==> config.mk <==
export PLATFORM = sky130hd
export DESIGN_NAME = ser_regblk
export DESIGN_NICKNAME = d
export VERILOG_FILES = /design/src/rtl/ser_regblk_pkg.sv /design/src/rtl/ser_rx.sv /design/src/rtl/ser_tx.sv /design/src/rtl/ser_irq.sv /design/src/rtl/ser_regblk.sv
export SDC_FILE = /design/constraint.sdc
export NUM_CORES = 1
export LEC_CHECK = 0
export ABC_CLOCK_PERIOD_IN_PS = 3500
export BUFFER_PORTS_ARGS = -buffer_cell sky130_fd_sc_hd__buf_2
export CAP_MARGIN = 20
export CELL_PAD_IN_SITES_DETAIL_PLACEMENT = 0
export CELL_PAD_IN_SITES_GLOBAL_PLACEMENT = 1
export CORE_UTILIZATION = 51
export DETAILED_ROUTE_END_ITERATION = 10
export PLACE_DENSITY_LB_ADDON = 0.1
export SLEW_MARGIN = 20
export SYNTH_ARGS = -nofsm -noshare
export SYNTH_HDL_FRONTEND = slang
export SYNTH_HIERARCHICAL = 1
export SYNTH_SLANG_ARGS = --single-unit
==> constraint.sdc <==
create_clock -name clk_i -period 3.5 [get_ports clk_i]
set_input_delay 0.525 -clock clk_i [delete_from_list [all_inputs] [get_ports clk_i]]
set_output_delay 0.525 -clock clk_i [all_outputs]
set_load 0.01 [all_outputs]
==> src/rtl/ser_regblk_pkg.sv <==
package ser_regblk_pkg;
  localparam int unsigned DW          = 32;
  localparam int unsigned WIN_BYTES   = 60;
  localparam int unsigned N_CTRL      = 4;
  localparam int unsigned OFF_TXD     = 'h10;
  localparam int unsigned OFF_STAT_C  = 'h20;
  localparam int unsigned OFF_STAT_P  = 'h24;
  localparam int unsigned OFF_ACK     = 'h30;
  localparam int unsigned OFF_RAW     = 'h34;
  localparam int unsigned OFF_MASKED  = 'h38;
  // tx ctrl, dma enable, rx ctrl, mask
  localparam int unsigned CTRL_OFF [N_CTRL] = '{'h00, 'h04, 'h08, 'h2c};
  localparam int unsigned CTRL_RX  = 2;
  localparam int unsigned CTRL_MSK = 3;
  localparam int unsigned DAV_BIT     = 16;
  localparam int unsigned IDLE_BIT    = 22;
  localparam int unsigned RDY_BIT     = 24;
  localparam int unsigned TX_DONE_BIT = 0;
  localparam int unsigned RX_PEND_BIT = 3;
endpackage

==> src/rtl/ser_rx.sv <==
module ser_rx (
  input  logic       clk_i,
  input  logic       rst_ni,
  input  logic       rx_valid_i,
  input  logic [7:0] rx_data_i,
  input  logic       en_i,
  input  logic       pend_i,
  input  logic       rd_clr_i,
  output logic       rx_ready_o,
  output logic       fire_o,
  output logic [7:0] data_o,
  output logic       dav_o
);
  logic [7:0] data_q;
  logic       dav_q;

  assign rx_ready_o = en_i | ~pend_i;
  assign fire_o     = rx_valid_i & rx_ready_o;

  always_ff @(posedge clk_i or negedge rst_ni) begin
    if (!rst_ni) begin
      data_q <= '0;
      dav_q  <= 1'b0;
    end else begin
      if (fire_o) data_q <= rx_data_i;
      if (fire_o)        dav_q <= 1'b1;
      else if (rd_clr_i) dav_q <= 1'b0;
    end
  end

  assign data_o = data_q;
  assign dav_o  = dav_q;


  rx_land_chk: assert property (@(posedge clk_i) disable iff (!rst_ni)
    fire_o |=> (dav_q && data_q == $past(rx_data_i)));

  rd_clear_chk: assert property (@(posedge clk_i) disable iff (!rst_ni)
    (rd_clr_i && !fire_o) |=> !dav_q);
endmodule

==> src/rtl/ser_tx.sv <==
module ser_tx (
  input  logic       clk_i,
  input  logic       rst_ni,
  input  logic       wr_i,
  input  logic [7:0] wdata_i,
  input  logic       svc_req_i,
  input  logic       tx_ack_i,
  output logic       tx_valid_o,
  output logic [7:0] tx_data_o,
  output logic       ready_o,
  output logic       idle_o,
  output logic       svc_o
);
  logic       ready_q, idle_q, pend_q, valid_q;
  logic [7:0] pdata_q, txd_q;
  logic       fire;
  logic [7:0] fire_data;

  assign svc_o     = svc_req_i & pend_q;
  assign fire      = (wr_i & ready_q) | svc_o;
  assign fire_data = svc_o ? pdata_q : wdata_i;

  always_ff @(posedge clk_i or negedge rst_ni) begin
    if (!rst_ni) begin
      ready_q <= 1'b1;
      idle_q  <= 1'b1;
      pend_q  <= 1'b0;
      pdata_q <= '0;
      valid_q <= 1'b0;
      txd_q   <= '0;
    end else begin
      valid_q <= fire;
      if (fire) txd_q <= fire_data;
      if (svc_o) pend_q <= 1'b0;
      else if (wr_i && !ready_q) begin
        pend_q  <= 1'b1;
        pdata_q <= wdata_i;
      end
      if (fire)          ready_q <= 1'b0;
      else if (tx_ack_i) ready_q <= 1'b1;
      if (fire)                     idle_q <= 1'b0;
      else if (tx_ack_i && !pend_q) idle_q <= 1'b1;
    end
  end

  assign tx_valid_o = valid_q;
  assign tx_data_o  = txd_q;
  assign ready_o    = ready_q;
  assign idle_o     = idle_q;


  busy_on_send_chk: assert property (@(posedge clk_i) disable iff (!rst_ni)
    tx_valid_o |-> (!ready_q && !idle_q));

  park_drain_chk: assert property (@(posedge clk_i) disable iff (!rst_ni)
    svc_o |=> !pend_q);
endmodule

==> src/rtl/ser_irq.sv <==
module ser_irq
  import ser_regblk_pkg::*;
(
  input  logic          clk_i,
  input  logic          rst_ni,
  input  logic [DW-1:0] set_i,
  input  logic          ack_we_i,
  input  logic [DW-1:0] ack_val_i,
  input  logic          svc_i,
  input  logic [DW-1:0] mask_i,
  output logic [DW-1:0] raw_o,
  output logic [DW-1:0] ack_o,
  output logic [DW-1:0] masked_o,
  output logic          irq_o
);
  logic [DW-1:0] raw_q, ack_q, keep, clr;

  always_comb begin
    keep = '1;
    keep[TX_DONE_BIT] = ~svc_i;
    clr = ack_we_i ? (ack_val_i & keep) : '0;
  end

  always_ff @(posedge clk_i or negedge rst_ni) begin
    if (!rst_ni) begin
      raw_q <= '0;
      ack_q <= '0;
    end else begin
      raw_q <= (raw_q & ~clr) | set_i;
      if (ack_we_i) ack_q <= ack_val_i & keep;
    end
  end

  assign raw_o    = raw_q;
  assign ack_o    = ack_q;
  assign masked_o = raw_q & mask_i;
  assign irq_o    = |masked_o;


  ack_clears_chk: assert property (@(posedge clk_i) disable iff (!rst_ni)
    (ack_we_i && !(|(set_i & clr))) |=> ((raw_q & $past(clr)) == '0));
endmodule

==> src/rtl/ser_regblk.sv <==
module ser_regblk
  import ser_regblk_pkg::*;
#(
  parameter int unsigned AW = 8
) (
  input  logic          clk_i,
  input  logic          rst_ni,
  input  logic          req_i,
  input  logic          we_i,
  input  logic          word_i,
  input  logic [AW-1:0] addr_i,
  input  logic [31:0]   wdata_i,
  output logic [31:0]   rdata_o,
  input  logic          rx_valid_i,
  input  logic [7:0]    rx_data_i,
  output logic          rx_ready_o,
  output logic          tx_valid_o,
  output logic [7:0]    tx_data_o,
  input  logic          tx_ack_i,
  output logic          irq_o
);
  logic          acc, wr, rd, wr_txd, wr_ack, rd_clr;
  logic [DW-1:0] ctrl_q [N_CTRL];
  logic [DW-1:0] raw, ack, masked, set_v, stat;
  logic          rx_fire, dav, tx_rdy, tx_idle, svc;
  logic [7:0]    rx_byte;

  assign acc    = req_i & word_i & (addr_i < AW'(WIN_BYTES));
  assign wr     = acc & we_i;
  assign rd     = acc & ~we_i;
  assign wr_txd = wr & (addr_i == AW'(OFF_TXD));
  assign wr_ack = wr & (addr_i == AW'(OFF_ACK));
  assign rd_clr = rd & (addr_i == AW'(OFF_STAT_C));

  for (genvar g = 0; g < N_CTRL; g++) begin : g_ctrl
    always_ff @(posedge clk_i or negedge rst_ni) begin
      if (!rst_ni) ctrl_q[g] <= '0;
      else if (wr && addr_i == AW'(CTRL_OFF[g])) ctrl_q[g] <= wdata_i;
    end
  end

  ser_rx i_rx (
    .clk_i, .rst_ni, .rx_valid_i, .rx_data_i,
    .en_i     (ctrl_q[CTRL_RX][0]),
    .pend_i   (raw[RX_PEND_BIT]),
    .rd_clr_i (rd_clr),
    .rx_ready_o,
    .fire_o   (rx_fire),
    .data_o   (rx_byte),
    .dav_o    (dav)
  );

  ser_tx i_tx (
    .clk_i, .rst_ni,
    .wr_i      (wr_txd),
    .wdata_i   (wdata_i[7:0]),
    .svc_req_i (wr_ack & wdata_i[0]),
    .tx_ack_i,
    .tx_valid_o, .tx_data_o,
    .ready_o   (tx_rdy),
    .idle_o    (tx_idle),
    .svc_o     (svc)
  );

  always_comb begin
    set_v = '0;
    set_v[RX_PEND_BIT] = rx_fire;
    set_v[TX_DONE_BIT] = tx_ack_i;
    stat = '0;
    stat[7:0]      = rx_byte;
    stat[DAV_BIT]  = dav;
    stat[IDLE_BIT] = tx_idle;
    stat[RDY_BIT]  = tx_rdy;
  end

  ser_irq i_irq (
    .clk_i, .rst_ni,
    .set_i     (set_v),
    .ack_we_i  (wr_ack),
    .ack_val_i (wdata_i),
    .svc_i     (svc),
    .mask_i    (ctrl_q[CTRL_MSK]),
    .raw_o     (raw),
    .ack_o     (ack),
    .masked_o  (masked),
    .irq_o
  );

  always_comb begin
    rdata_o = '0;
    if (rd) begin
      for (int i = 0; i < N_CTRL; i++)
        if (addr_i == AW'(CTRL_OFF[i])) rdata_o = ctrl_q[i];
      if (addr_i == AW'(OFF_STAT_C) || addr_i == AW'(OFF_STAT_P)) rdata_o = stat;
      if (addr_i == AW'(OFF_ACK))    rdata_o = ack;
      if (addr_i == AW'(OFF_RAW))    rdata_o = raw;
      if (addr_i == AW'(OFF_MASKED)) rdata_o = masked;
    end
  end
endmodule

==> reports/metrics.csv <==
stage,metric,value,unit
floorplan,initial_core_util,0.527,
sta,hold_viol,3,
floorplan,rows,52,
detailed_routing,drtAntennaViolNets,0,
detailed_routing,wl_met3,1.19,mm
synth,synth_cell_types,46,
power_and_ir_drop,p_comb_frac,0.059,
clock_network,clk_pin_slew,0.06,ns
clock_network,cts_setup_buffers,0,
worst_setup_path,critPathTopFamily,simple AND/OR/NAND/NOR gates,
worst_setup_path,crit_chain,and2_4 > or4_1 > or4_1 > or4_1 > buf_2,
sta,finClkSkew,0.00522,ns
sta,finalCritPeriodShare,0.978,
floorplan,io-pin-count,98,
power_and_ir_drop,p_leak,6.33,nW
worst_setup_path,cp-end-kind,primary output,
global_route,antenna_found_initial,0,
floorplan,die_area,0.0217,mm2
worst_setup_path,crit_slowest_cell,or4_1,
clock_network,cts_tree,done,
global_route,grt.overflow.total,0,
finish,finalNonFillerCells,1416,
sta,drv_slew,0,
finish,area_growth,17.4,%
hold_path,hold_class,input port to async pin,
synth,ys.flop_type,dfrtp_1,
worst_setup_path,critPathKind,flip-flop to primary output,
synth,synth_warnings,6,
synth,avgSynthCellArea,10.8,um2
sta,fmax,292,MHz
place,dpl.cell_count,1370,
worst_setup_path,cp.required,2.97,ns
synth,synth_area_leaders,"dfrtp_1 51%, mux2_2 10%, o21ai_0 6.3%",
finish,fill_cells,1753,
worst_setup_path,critPathBufInv,1,
detailed_routing,drt_wl_total,27.9,mm
sta,rsz0062_at_grt,false,
sta,whs,-0.0141,ns
power_and_ir_drop,clock_power_share,0.474,
sta,fin_setup_tns,0,ns
worst_setup_path,r2r_cells,3,
synth,post-synth-top-count-cell,dfrtp_1,
global_route,grt_pass1_wl,44.9,mm
finish,drive_gt1_frac,0.270,
outcome,status,finished with violations,
synth,synth_seq_cells,221,
job,drv_cap,0,
worst_setup_path,path_depth,5,
detailed_routing,avgViaCountPerCell,5.58,
clock_network,clock_sinks,221,
clock_network,holdBufCountCts,0,
clock_network,htreeDepth,1,
finish,nNetsFinal,1182,
synth,netlist.area_leader.share,0.509,
detailed_routing,dr_wl_met2,13.6,mm
power_and_ir_drop,power_frac_seq,0.467,
synth,syn_area,0.0108,mm2
finish,final_area,0.0126,mm2
power_and_ir_drop,p_total,5.65,mW
clock_network,cts_root_buf,clkbuf_16,
detailed_routing,drc,0,
finish,multi_input_area,0.00492,mm2
clock_network,clk_latency,0.51,ns
power_and_ir_drop,p_int,4.35,mW
place,placed_cell_area,0.0118,mm2
worst_setup_path,worstPathArrival,2.90,ns
detailed_routing,m1WireLength,12.6,mm
sta,min_period,3.42,ns
detailed_routing,top_layer_used,met4,
sta,relSlewSlack,0.429,
global_route,grt_max_degree,105,
detailed_routing,drtIter0Drc,375,
synth,seq_area_frac_synth,0.514,
clock_network,numCtsBuffers,25,
sta,worstMarginPinSlew,0.857,ns
synth,synthTopCellsByCount,"219 x dfrtp_1, 136 x o21ai_0, 135 x nand2_1",
global_route,grt_pass1_vias,8019,
worst_setup_path,cpPeakStageDelay,0.57,ns
power_and_ir_drop,powerDensity,447,mW/mm2
floorplan,core-area,0.0204,mm2
detailed_routing,vias,7896,
power_and_ir_drop,p_sw_frac,0.229,
outcome,violations,hold timing,
finish,ff_latch_area,0.00553,mm2
synth,synth_edf_count,0,
clock_network,cts-resized-gates,0,
place,dp_hpwl,17.5,mm
synth,synth_cells,1000,
global_route,grt_use_total,0.266,
sta,setup_violations,0,
worst_setup_path,crit_top_cell,or4_1,
worst_setup_path,cp_max_fo,3,
worst_setup_path,start_kind,flip-flop,
floorplan,fp.dieH,147,um
power_and_ir_drop,switchingPower,1.29,mW
place,place.gp.congestion,0.797,
synth,synth_top_cell_by_area,dfrtp_1,
clock_network,clock_path_buffers,3,
sta,fin_ws,0.0767,ns
floorplan,die_w,147,um
power_and_ir_drop,peakVddDrop,0.347,mV
place,place_ws,0.593,ns
detailed_routing,wl_per_cell,19.7,um
detailed_routing,firstDrtPassIters,4,
synth,async_flop_share,1.00,
place,port_buffers,97,
-- through the flow --
stage,hold WS [ns],util
after floorplan,0.229,-
after global placement,0.456,0.577
after detailed placement,0.465,0.577
after CTS,0.0788,0.618
after global routing,0.108,0.618
final,-0.0141,0.618
-- power by group through the flow --
stage	sequential [mW]	clock, mW	combinational (mW)
after global placement	2.68	0	0.333
after CTS	2.64	2.72	0.336
final	2.64	2.68	0.331
after global routing	2.64	2.82	0.366
after detailed placement	2.68	0	0.334
after floorplan	2.67	0	0.157
-- per-layer routing --
| layer | up-vias | global-route usage |
|---|---|---|
| met3 | 42 | 0.0373 |
| met5 | - | 0 |
| met1 | 3961 | 0.360 |
| li1 | 3721 | - |
| met2 | 172 | 0.453 |
| met4 | 0 | 0.0624 |
-- layout make-up --
| type | count | area share |
|---|---|---|
| multi-input combinational | 690 | 0.389 |
| timing repair buffer | 130 | 0.0620 |
| tap | 270 | 0.0267 |
| clock buffer | 34 | 0.0554 |
| clock inverter | 11 | 0.0108 |
| sequential | 221 | 0.438 |
| inverter | 59 | 0.0175 |
| antenna | 1 | 0.000198 |
-- path summary, 6_finish.rpt --
check / startpoint / end / slack, ns
worst max-delay path: i_irq/raw_o[24] / irq_o / 0.08
worst min-delay path: rst_ni / i_tx/tx_data_o[7] / -0.01
min in group clk_i: rx_data_i[5] / i_rx/data_o[5] / 0.24
worst max register to register: i_tx/pend_q / i_tx/ready_o / 2.12
worst min register to register: i_tx/tx_data_o[6] / i_tx/tx_data_o[6] / 0.47
max in group asynchronous: rst_ni / ctrl_q[83] / 2.57
-- layout by cell type (no fill, tap or decap), types with 9 or more instances in the layout --
cell type,netlist,routed
mux2i_1,53,53
mux2_1,31,31
mux2_4,16,16
nor2_1,20,20
buf_4,0,31
inv_1,59,59
mux2_2,97,97
and2_1,32,32
o211ai_1,20,20
dfrtp_1,219,219
o21ai_0,136,136
or4_1,9,9
a31oi_1,31,31
conb_1,1,30
clkbuf_16,0,25
nand2_1,135,134
a21o_1,32,32
a22o_1,11,11
buf_2,10,95
-- worst register-to-register path: cells and delay by family (launching register included) --
family,cells,cell delay [ns]
AOI/OAI and AO/OA,1,0.56
buffers and inverters,1,0.18
DFF,1,0.42
and+or+nand+nor,1,0.15
-- sequential cells by signal, summed over array words and instances, names as in the netlist --
signal and count:
i_irq/ack_o 32, i_tx/pend_q 1, i_tx/pdata_q 8, ctrl_q 128
i_irq/raw_o 32, i_tx/tx_valid_o 1, i_tx/tx_data_o 8, i_rx/dav_o 1
i_tx/ready_o 1, i_tx/idle_o 1, i_rx/data_o 8
-- cells by family after synthesis --
group,count (synthesis),share of synthesized area
AND/OR/NAND/NOR,226,0.105
other,1,0.000348
buffers and inverters,118,0.0430
multiplexers,197,0.206
flip-flops,221,0.514
AO/OA/AOI/OAI,237,0.132
Note: power is estimated with default switching activity, not from simulation.
